==> src/rtl/sar_seq_pkg.sv <==
package sar_seq_pkg;
  localparam int RES_MAX = 14;
  localparam int RPT_NORM_MAX = 5;

  typedef enum logic [2:0] {
    S_IDLE,
    S_PWR,
    S_TRK,
    S_CNV,
    S_FIN
  } seq_state_e;

  function automatic logic [3:0] res_bits(input logic [1:0] sel);
    case (sel)
      2'd0:    return 4'd10;
      2'd1:    return 4'd12;
      default: return 4'd14;
    endcase
  endfunction
endpackage

==> src/rtl/sar_trig_sel.sv <==
module sar_trig_sel #(
  parameter int SRC_W = 4,
  parameter int N_HW  = 10
) (
  input  logic             clk_i,
  input  logic             rst_ni,
  input  logic [SRC_W-1:0] src_i,
  input  logic             sw_i,
  input  logic [N_HW-1:0]  hw_i,
  input  logic             ext_i,
  output logic             hit_o
);
  localparam int SRC_EXT = N_HW + 1;

  logic ext_q;
  logic ext_rise;

  always_ff @(posedge clk_i or negedge rst_ni) begin
    if (!rst_ni) ext_q <= 1'b0;
    else         ext_q <= ext_i;
  end

  assign ext_rise = ext_i & ~ext_q;

  always_comb begin
    hit_o = 1'b0;
    if (src_i == '0)                          hit_o = sw_i;
    else if (int'(src_i) <= N_HW)             hit_o = hw_i[int'(src_i) - 1];
    else if (int'(src_i) == SRC_EXT)          hit_o = ext_rise;
  end


  ext_edge_chk: assert property (@(posedge clk_i) disable iff (!rst_ni)
    (int'(src_i) == SRC_EXT && hit_o) |-> !ext_q);
endmodule

==> src/rtl/sar_bit_reg.sv <==
module sar_bit_reg #(
  parameter int RES_W = 14,
  parameter int IDX_W = 4
) (
  input  logic             clk_i,
  input  logic             rst_ni,
  input  logic             clr_i,
  input  logic             active_i,
  input  logic             step_i,
  input  logic [IDX_W-1:0] bit_idx_i,
  input  logic             cmp_i,
  output logic [RES_W-1:0] trial_o,
  output logic [RES_W-1:0] value_o
);
  for (genvar b = 0; b < RES_W; b++) begin : g_bit
    logic sel;
    assign sel = (bit_idx_i == IDX_W'(b));
    always_ff @(posedge clk_i or negedge rst_ni) begin
      if (!rst_ni)           value_o[b] <= 1'b0;
      else if (clr_i)        value_o[b] <= 1'b0;
      else if (step_i && sel) value_o[b] <= cmp_i;
    end
    assign trial_o[b] = value_o[b] | (active_i & sel);
  end


  step_active_chk: assert property (@(posedge clk_i) disable iff (!rst_ni)
    step_i |-> active_i);


  clear_zero_chk: assert property (@(posedge clk_i) disable iff (!rst_ni)
    clr_i |=> (value_o == '0));
endmodule

==> src/rtl/sar_accum.sv <==
module sar_accum #(
  parameter int RES_W = 14,
  parameter int ACC_W = 21,
  parameter int SHF_W = 3
) (
  input  logic             clk_i,
  input  logic             rst_ni,
  input  logic             clr_i,
  input  logic             add_i,
  input  logic             last_i,
  input  logic [RES_W-1:0] sample_i,
  input  logic [SHF_W-1:0] shift_i,
  output logic [ACC_W-1:0] result_o
);
  logic [ACC_W-1:0] acc_q;
  logic [ACC_W:0]   sum_w;

  assign sum_w = {1'b0, acc_q} + (ACC_W + 1)'(sample_i);

  always_ff @(posedge clk_i or negedge rst_ni) begin
    if (!rst_ni) begin
      acc_q    <= '0;
      result_o <= '0;
    end else begin
      if (clr_i)      acc_q <= '0;
      else if (add_i) acc_q <= sum_w[ACC_W-1:0];
      if (add_i && last_i) result_o <= sum_w[ACC_W-1:0] >> shift_i;
    end
  end


  no_overflow_chk: assert property (@(posedge clk_i) disable iff (!rst_ni)
    add_i |-> !sum_w[ACC_W]);
endmodule

==> src/rtl/sar_conv_seq.sv <==
module sar_conv_seq
  import sar_seq_pkg::*;
#(
  parameter int DIV_W = 5,
  parameter int PWR_W = 5,
  parameter int TRK_W = 6,
  parameter int RPT_W = 3,
  parameter int SHF_W = 3,
  parameter int SRC_W = 4,
  parameter int N_HW  = 10,
  localparam int ACC_W = RES_MAX + (1 << RPT_W) - 1
) (
  input  logic               clk_i,
  input  logic               rst_ni,
  input  logic [DIV_W-1:0]   clk_div_i,
  input  logic               pwr_off_en_i,
  input  logic [PWR_W-1:0]   pwr_time_i,
  input  logic [TRK_W-1:0]   trk_time_i,
  input  logic [1:0]         res_sel_i,
  input  logic [RPT_W-1:0]   rpt_i,
  input  logic               rpt_ext_i,
  input  logic [SHF_W-1:0]   shift_i,
  input  logic [SRC_W-1:0]   trig_src_i,
  input  logic               sw_trig_i,
  input  logic [N_HW-1:0]    hw_trig_i,
  input  logic               ext_start_i,
  input  logic               cmp_i,
  output logic               track_o,
  output logic               bit_strobe_o,
  output logic [RES_MAX-1:0] trial_o,
  output logic [ACC_W-1:0]   result_o,
  output logic               done_o,
  output logic               busy_o
);
  localparam int PCY_W = PWR_W + 3;
  localparam int PER_W = (TRK_W > 5) ? TRK_W : 5;
  localparam int CNT_W = (1 << RPT_W);
  localparam int IDX_W = 4;

  seq_state_e state_q, state_d;
  logic trig_hit;

  logic [DIV_W-1:0] div_q, dcnt_q;
  logic             pwr_en_q;
  logic [PWR_W-1:0] pwr_q;
  logic [TRK_W-1:0] trk_q;
  logic [3:0]       nbits_q;
  logic [SHF_W-1:0] shf_q;
  logic [CNT_W-1:0] total_q, conv_cnt_q;
  logic [PCY_W-1:0] cyc_q;
  logic [PER_W-1:0] per_q;

  logic             accept;
  logic             sar_tick, trk_end, bit_phase, strobe, cnv_end, last_conv;
  logic [PER_W-1:0] trk_last;
  logic [IDX_W-1:0] cur_bit;
  logic [PWR_W-1:0] pwr_sel;
  logic [PCY_W-1:0] pwr_load;
  logic [RPT_W-1:0] rpt_eff;
  logic [RES_MAX-1:0] sar_val;

  sar_trig_sel #(.SRC_W(SRC_W), .N_HW(N_HW)) u_trig (
    .clk_i (clk_i),
    .rst_ni(rst_ni),
    .src_i (trig_src_i),
    .sw_i  (sw_trig_i),
    .hw_i  (hw_trig_i),
    .ext_i (ext_start_i),
    .hit_o (trig_hit)
  );

  assign accept    = (state_q == S_IDLE) && trig_hit;
  assign sar_tick  = (dcnt_q == div_q);
  assign trk_last  = (trk_q == '0) ? '0 : PER_W'(trk_q) - PER_W'(1);
  assign trk_end   = (state_q == S_TRK) && sar_tick && (per_q == trk_last);
  assign bit_phase = (state_q == S_CNV) && (per_q < PER_W'(nbits_q));
  assign strobe    = bit_phase && sar_tick;
  assign cnv_end   = (state_q == S_CNV) && sar_tick && (per_q == PER_W'(nbits_q));
  assign last_conv = (conv_cnt_q == total_q - CNT_W'(1));
  assign cur_bit   = nbits_q - 4'd1 - per_q[IDX_W-1:0];

  assign pwr_sel  = (state_q == S_IDLE) ? pwr_time_i : pwr_q;
  assign pwr_load = {pwr_sel, 2'b00} + PCY_W'(5);
  assign rpt_eff  = (rpt_ext_i || (int'(rpt_i) <= RPT_NORM_MAX)) ? rpt_i : RPT_W'(RPT_NORM_MAX);

  always_comb begin
    state_d = state_q;
    case (state_q)
      S_IDLE: if (trig_hit) state_d = pwr_off_en_i ? S_PWR : S_TRK;
      S_PWR:  if (cyc_q == '0) state_d = S_TRK;
      S_TRK:  if (trk_end) state_d = S_CNV;
      S_CNV:  if (cnv_end) state_d = last_conv ? S_FIN : (pwr_en_q ? S_PWR : S_TRK);
      S_FIN:  state_d = S_IDLE;
      default: state_d = S_IDLE;
    endcase
  end

  always_ff @(posedge clk_i or negedge rst_ni) begin
    if (!rst_ni) begin
      state_q    <= S_IDLE;
      div_q      <= '0;
      pwr_en_q   <= 1'b0;
      pwr_q      <= '0;
      trk_q      <= '0;
      nbits_q    <= 4'd14;
      shf_q      <= '0;
      total_q    <= CNT_W'(1);
      conv_cnt_q <= '0;
      cyc_q      <= '0;
      dcnt_q     <= '0;
      per_q      <= '0;
    end else begin
      state_q <= state_d;
      if (accept) begin
        div_q      <= clk_div_i;
        pwr_en_q   <= pwr_off_en_i;
        pwr_q      <= pwr_time_i;
        trk_q      <= trk_time_i;
        nbits_q    <= res_bits(res_sel_i);
        shf_q      <= shift_i;
        total_q    <= CNT_W'(1) << rpt_eff;
        conv_cnt_q <= '0;
      end else if (cnv_end) begin
        conv_cnt_q <= conv_cnt_q + CNT_W'(1);
      end
      if (state_d == S_PWR && state_q != S_PWR) cyc_q <= pwr_load;
      else if (cyc_q != '0)                     cyc_q <= cyc_q - PCY_W'(1);
      if (state_d != state_q) begin
        dcnt_q <= '0;
        per_q  <= '0;
      end else if (sar_tick) begin
        dcnt_q <= '0;
        per_q  <= per_q + PER_W'(1);
      end else begin
        dcnt_q <= dcnt_q + DIV_W'(1);
      end
    end
  end

  sar_bit_reg #(.RES_W(RES_MAX), .IDX_W(IDX_W)) u_sar (
    .clk_i    (clk_i),
    .rst_ni   (rst_ni),
    .clr_i    (trk_end),
    .active_i (bit_phase),
    .step_i   (strobe),
    .bit_idx_i(cur_bit),
    .cmp_i    (cmp_i),
    .trial_o  (trial_o),
    .value_o  (sar_val)
  );

  sar_accum #(.RES_W(RES_MAX), .ACC_W(ACC_W), .SHF_W(SHF_W)) u_acc (
    .clk_i   (clk_i),
    .rst_ni  (rst_ni),
    .clr_i   (accept),
    .add_i   (cnv_end),
    .last_i  (last_conv),
    .sample_i(sar_val),
    .shift_i (shf_q),
    .result_o(result_o)
  );

  assign track_o      = (state_q == S_TRK);
  assign bit_strobe_o = strobe;
  assign busy_o       = (state_q != S_IDLE);
  assign done_o       = (state_q == S_FIN);


  done_pulse_chk: assert property (@(posedge clk_i) disable iff (!rst_ni)
    done_o |=> !done_o);


  done_busy_chk: assert property (@(posedge clk_i) disable iff (!rst_ni)
    done_o |=> !busy_o);


  trig_start_chk: assert property (@(posedge clk_i) disable iff (!rst_ni)
    $rose(busy_o) |-> $past(trig_hit));


  phase_excl_chk: assert property (@(posedge clk_i) disable iff (!rst_ni)
    (track_o || bit_strobe_o) |-> (busy_o && !(track_o && bit_strobe_o)));


  pwr_quiet_chk: assert property (@(posedge clk_i) disable iff (!rst_ni)
    (state_q == S_PWR) |-> (!track_o && !bit_strobe_o && pwr_en_q));
endmodule

==> config.mk <==
export PLATFORM = sky130hd
export DESIGN_NAME = sar_conv_seq
export DESIGN_NICKNAME = d
export VERILOG_FILES = /design/src/rtl/sar_seq_pkg.sv /design/src/rtl/sar_trig_sel.sv /design/src/rtl/sar_bit_reg.sv /design/src/rtl/sar_accum.sv /design/src/rtl/sar_conv_seq.sv
export SDC_FILE = /design/constraint.sdc
export NUM_CORES = 1
export LEC_CHECK = 0
export BUFFER_PORTS_ARGS = -buffer_cell sky130_fd_sc_hd__buf_2
export CAP_MARGIN = 30
export CORE_ASPECT_RATIO = 0.9
export CORE_MARGIN = 2
export CORE_UTILIZATION = 60
export CTS_CLUSTER_SIZE = 40
export DETAILED_ROUTE_END_ITERATION = 12
export GPL_TIMING_DRIVEN = 0
export HOLD_SLACK_MARGIN = 0.15
export PLACE_DENSITY = 0.93
export SYNTH_ARGS = -nofsm -noshare
export SYNTH_HDL_FRONTEND = slang
export SYNTH_SLANG_ARGS = --single-unit
==> constraint.sdc <==
create_clock -name clk_i -period 3.6 [get_ports clk_i]
set_input_delay 0.9 -clock clk_i [delete_from_list [all_inputs] [get_ports clk_i]]
set_output_delay 0.9 -clock clk_i [all_outputs]
set_load 0.01 [all_outputs]
Word-level counts from Yosys, hierarchy flattened

Cells that the tools add are included.

Add/sub/neg operators: 11
Multiply operators: 0
Div/mod/pow operators: 0
Order comparisons: 4
Equal/unequal tests: 26
Shifts and indexed selects: 2
Multiplexer cells: 56
Bitwise operators: 30
Reduce and logical (&&, ||, !) cells: 49

Operators with widths:

| kind                                                         | number |
|---|---|
| two-way mux 21 bit                                           | 2 |
| nonzero test 2 bit                                           | 17 |
| two-way mux 1 bit                                            | 33 |
| less-than comparator 32 x 6 -> 1 bit (second input constant) | 1 |
| two-way mux 8 bit                                            | 4 |
| == test 4 bit (second input constant)                        | 7 |
| logical AND 1 bit                                            | 23 |
| adder 21 x 14 -> 21 bit                                      | 1 |
| >> shifter 21 x 3 -> 21 bit                                  | 1 |
| two-way mux 3 bit                                            | 6 |
| two-way mux 6 bit                                            | 3 |
| == test 4 x 3 -> 1 bit (second input constant)               | 4 |
| subtractor 8 x 1 -> 8 bit (second input constant)            | 2 |
| AND 1 bit                                                    | 15 |
| two-way mux 5 bit                                            | 3 |
| OR 1 bit                                                     | 14 |
| case mux 3 bit (4 select lines)                              | 1 |
| adder 7 x 3 -> 8 bit (second input constant)                 | 1 |
| adder 8 x 1 -> 8 bit (second input constant)                 | 1 |
| == test 4 x 2 -> 1 bit (second input constant)               | 2 |
| == test 8 bit                                                | 1 |
| zero test 4 bit                                              | 2 |
| zero test 8 bit                                              | 1 |
| nonzero test 8 bit                                           | 1 |
| 29 further kinds                                             | 32 |

Bits in registers: 119
Bits in latches: 0
Bits in writable memories: 0
Memory bits (read-only): 0
Output and inout bits: 39
Memories: 0

Longest topological paths before layout

Depth in word-level cells: 11
Depth in mapped cells: 12
Depth with buffers taken out: 10

By module

A second synthesis with hierarchy kept.

Cells, all modules: 939
Area, all modules: 8,345.5 µm²

Modules (own cells, without submodules):

| module       | times used | cells an instance | area each (µm²) | seq. area each (µm²) |
|---|---|---|---|---|
| sar_conv_seq | 1          | 409               | 3,697.3         | 1,505.2 |
| sar_accum    | 1          | 411               | 3,474.6         | 1,051.0 |
| sar_bit_reg  | 1          | 91                | 899.6           | 350.3 |
| sar_trig_sel | 1          | 28                | 274.0           | 25.0 |

Least setup slack after synthesis

No wires, ideal clock.

Path type: input to register
Start point: input port trig_src_i[0]
End point: register dcnt_q[2]
Setup time: 0.081 ns
Arrival: 3.083 ns
Required time: 3.519 ns
Setup slack: 0.436 ns
Stages on the path: 12
Buffers on the path: 2
Cell sequence: buf_2 inv_1 ha_1 mux4_2 mux2i_1 a22oi_1 a21oi_4 nor2b_1 o32ai_1 nand3b_1 buf_6 nor3_2

Longest elaborated chain between the ends: 10
Elaborated cells on any way between the ends: 14
Those cells by class: add/sub (1); order compare (1); eq/ne (2); mux (9); reduce/logical (1)

Ends and longest elaborated chain:

| element                                               | line                | text |
|---|---|---|
| start, declared                                       | sar_conv_seq.sv:23  | `input logic [SRC_W-1:0] trig_src_i,` |
| subtractor 4 x 1 -> 5 bit                             | sar_trig_sel.sv:28  | `else if (int'(src_i) <= N_HW) hit_o = hw_i[int'(src_i) - 1];` |
| binary-select mux 1 bit (select 4 bit)                | sar_trig_sel.sv:28  |  |
| two-way mux 1 bit (implied by the code) (2 in series) | sar_trig_sel.sv:28  |  |
| two-way mux 1 bit                                     | sar_trig_sel.sv:28  |  |
| two-way mux 1 bit (*)                                 | sar_trig_sel.sv:27  | `if (src_i == '0) hit_o = sw_i;` |
| two-way mux 3 bit (*)                                 | sar_conv_seq.sv:89  | `S_IDLE: if (trig_hit) state_d = pwr_off_en_i ? S_PWR : S_TRK;` |
| case mux 3 bit (4 select lines) (*)                   | sar_conv_seq.sv:88  | `case (state_q)` |
| != test 3 bit (*)                                     | sar_conv_seq.sv:128 | `if (state_d != state_q) begin` |
| two-way mux 5 bit (*)                                 | sar_conv_seq.sv:128 |  |
| end signal, assigned                                  | sar_conv_seq.sv:135 | `dcnt_q <= dcnt_q + DIV_W'(1);` |
| end, declared                                         | sar_conv_seq.sv:43  | `logic [DIV_W-1:0] div_q, dcnt_q;` |

Mark *: on every way between the ends. The rest lies on a longest branch, timed or not. The select of a mux whose other input is x is not followed.
A chain may end at the register's enable or synchronous reset.

Final worst setup path

Start point: register per_q[1]
End point: output port trial_o[4]

Longest elaborated chain between the ends: 4
Elaborated cells on any way between the ends: 6
Those cells by class: add/sub (1); order compare (1); eq/ne (1); bitwise (2); reduce/logical (1)

Ends and longest elaborated chain:

| element                                                                        | line                                   | text |
|---|---|---|
| start, declared                                                                | sar_conv_seq.sv:51                     | `logic [PER_W-1:0] per_q;` |
| start signal, assigned                                                         | sar_conv_seq.sv:133                    | `per_q <= per_q + PER_W'(1);` |
| subtractor 4 bit / less-than comparator 6 x 4 -> 1 bit (equally long branches) | sar_conv_seq.sv:80, sar_conv_seq.sv:76 |  |
| == test 4 x 3 -> 1 bit / logical AND 1 bit (equally long branches)             | sar_bit_reg.sv:17, sar_conv_seq.sv:76  |  |
| AND 1 bit (*)                                                                  | sar_bit_reg.sv:23                      | `assign trial_o[b] = value_o[b] \| (active_i & sel);` |
| OR 1 bit (*)                                                                   | sar_bit_reg.sv:23                      |  |
| end, declared                                                                  | sar_conv_seq.sv:30                     | `output logic [RES_MAX-1:0] trial_o,` |

Mark *: on every way between the ends. The rest lies on a longest branch, timed or not.

==> results_dict.tcl <==
set metrics [dict create \
    synth_cell_types 81 \
    postLayoutCellArea_sq_um 9311 \
    arrival_ns 2.57 \
    h-tree-depth 4 \
    overflow 0 \
    synthArstFlopShare_pct 100.0 \
    synth_top_family_by_area "compound AO/OA/AOI/OAI gates" \
    grt_pass1_wl_mm 37.09 \
    antenna_found_initial 0 \
    fp.dieArea_sq_um 14250 \
    worst_clock_skew_ns 0.008098 \
    grtUsageTotal_pct 32.13 \
    path_common_cell "inv_1" \
    wl_per_cell_microns 19.15 \
    routabilityCongestion 0.9299 \
    rows 39 \
    dr.pass1.iters 7 \
    synthAdderAreaFrac_pct 4.889 \
    path_clk_slew_ns 0.06 \
    coreArea_sq_um 12830 \
    start_util_pct 62.22 \
    ys_ff_latch 117 \
    cts_buffer_depth 2 \
    ant_nets 0 \
    vias 7697 \
    synth_flop_cell "dfrtp_1" \
    die_w_microns 125.6 \
    ir_drop_v 0.0008014 \
    reg2regPathDepth 10 \
    routed_wl_mm 22.23 \
    slew_viol_final 0 \
    period_share_pct 96.51 \
    slew_headroom_pct 27.30 \
    cap_violations 0 \
    ctsHoldBuffers 0 \
    tightest_slew_ns 1.082 \
    cp-start-kind "register" \
    cts_buffers 17 \
    fin_ws_ns 0.1258 \
    path_buf_inv 3 \
    cts_tree "built" \
    outcome "completed" \
    yosysSeqAreaShare_pct 36.71 \
    critPathRequiredTime_ns 2.70 \
    synth.mux.area_fraction_pct 8.681 \
    syn_inst 884 \
    antennaDiodeCount 0 \
    portBuffers 81 \
    yosysTopAreaCell "dfrtp_1" \
    nets 1059 \
    areaGrowthSynthToFinish_pct 16.61 \
    yosys-top-cells-area "dfrtp_1, nand2_1, ha_1, mux2_2, o21ai_0" \
    p_total_uw 8373 \
    yosys.area_share.simple_pct 19.16 \
    clock_latency_ns 0.43 \
    ys_warn_count 0 \
    synth-edff-count 0 \
    path_class "register to primary output" \
    first_iter_violations 823 \
    placed_cell_area_sq_um 8630 \
    worst_path_max_delay_cell "fa_2" \
    post-route-drc-count 0 \
    post-place-ws_ns -0.1561 \
    grt_max_degree 68 \
    worstHoldPathType "input pin to asynchronous set/reset pin" \
    post-cts-setup-buffers 0 \
    path_delay_family "adder cells" \
    cts_root_buf "clkbuf_16" \
    utilization_pct 72.56 \
    synth_top_area_share_pct 35.73 \
    max_freq_ghz 0.2878 \
    cp_max_fo 9 \
    yosys.area_share.xor_xnor_pct 6.252 \
    grt_pass1_vias 7526 \
    rsz0062_at_grt "false" \
    crit_chain "inv_1, ha_1, inv_1, fa_2, nor2_2, nand2_2, o21bai_1, buf_2" \
    yosysMostFrequentCell "dfrtp_1" \
    powerDensity_nw_per_um2 899.2 \
    hold_viol_final 0 \
    syn_area_sq_um 7985 \
    dp_cells 1130 \
    cp-end-kind "primary output" \
    hpwl_mm 15.11 \
    fp.dieH_microns 113.4 \
    syn_nets 959 \
    io_pins 84 \
    clock_sinks 117 \
    leakagePower_uw 0.004192 \
    max_stage_delay_ns 0.53 \
    synth_top_cells_by_count "dfrtp_1, nand2_1, nor2_1, o21ai_0, a21oi_1" \
    layout-drive-gt1-share_pct 18.86 \
    fin_cells 1161 \
    synth_area_per_cell_sq_um 9.033 \
    viasPerCell 6.630 \
    synth_compound_area_share_pct 20.45 \
    setup_viol 0 \
    critical_path_depth 8 \
    finalCriticalPeriod_ns 3.474 \
]
[per-stage QoR]
| stage | hold slack, ns | TNS, ns |
|---|---|---|
| after global routing | 0.4538 | 0 |
| after CTS | 0.4301 | 0 |
| final | 0.4046 | 0 |
| after detailed placement | 0.4654 | -1.378 |
| after global placement | 0.4587 | 0 |
| after floorplan | 0.4438 | 0 |
[path summary, 6_finish.rpt]
| check | from | slack, ns | endpoint |
|---|---|---|---|
| setup / recovery | per_q[1] | 0.13 | trial_o[4] |
| hold / removal | rst_ni | 0.40 | trk_q[3] |
| setup reg to reg | u_sar.value_o[0] | 0.18 | u_acc.result_o[15] |
| hold reg to reg | u_acc.result_o[3] | 0.47 | u_acc.result_o[3] |
| max in group asynchronous | rst_ni | 2.46 | total_q[0] |
| min in group clk_i | u_acc.result_o[3] | 0.47 | u_acc.result_o[3] |
[repair_timing]
action	CTS	global route
endpoints found under the setup margin	1	13
gates cloned	0	0
resized for setup	1	7
pin swaps	0	1
[final cells by class]
class                      count  area [sq um]
buffer                        47         191.4
clock buffer                  18         439.2
clock inverter                14         207.7
fill                         871          3522
inverter                      30         112.6
multi-input combinational    689          4785
sequential                   117          2932
tap                          164         205.2
timing repair buffer          82         439.2
[report_power, final]
group          internal (uW)  switching [uW]
Combinational           1810            2930
Sequential              1540             219
Clock                   1240             629
[layer usage]
layer	wire [microns]	up-vias	GRT usage, %
met3	1997	83	8.161
li1	-	3416	-
met1	8933	3728	41.75
met5	0	-	0
met2	10570	470	52.32
met4	729	0	12.37
[worst register-to-register path, stage by stage, from the launching register on]
cell	delay, ns
dfrtp_1	0.40
ha_1	0.24
fa_1	0.43
a211oi_1	0.24
o21bai_1	0.23
o211ai_1	0.47
and2_0	0.40
o22a_1	0.18
o211ai_1	0.17
or4_1	0.46
o211ai_1	0.11
[cell families (layout without fill, tap and decap cells)]
family / count (synthesis) / in the layout
and+or+nand+nor: 303 / 303
AOI/OAI and AO/OA: 242 / 242
DFF: 117 / 117
buffers and inverters: 78 / 191
xor gates and xnor gates: 57 / 57
muxes: 57 / 57
adders and majority gates: 30 / 30
[registers in the layout, summed over array words and instances, names as in the netlist, 6 cells and up]
register        flops
conv_cnt_q          8
cyc_q               8
per_q               6
total_q             8
trk_q               6
u_acc.acc_q        21
u_acc.result_o     21
u_sar.value_o      14
[layout by cell type, fill, tap and decap left out, types with 8 or more instances in the layout]
master / Yosys / layout
clkbuf_1: 37 / 36
dfrtp_1: 114 / 114
nor2_1: 62 / 61
o21bai_1: 15 / 15
mux2_2: 28 / 28
nor3_1: 16 / 16
a21oi_1: 50 / 50
nand2_1: 99 / 98
buf_2: 6 / 86
ha_1: 28 / 28
nand3_1: 29 / 28
mux2i_1: 22 / 22
clkbuf_16: 0 / 17
and2_1: 8 / 8
nand4_1: 10 / 10
o21ai_0: 62 / 61
a21o_1: 15 / 15
nor2b_1: 9 / 9
nor3b_1: 8 / 8
nand2b_1: 10 / 10
xor2_1: 30 / 29
inv_1: 29 / 29
o31ai_1: 8 / 8
xnor2_1: 27 / 26
o211ai_1: 12 / 12
No activity file was read; power rests on OpenSTA's default activity.
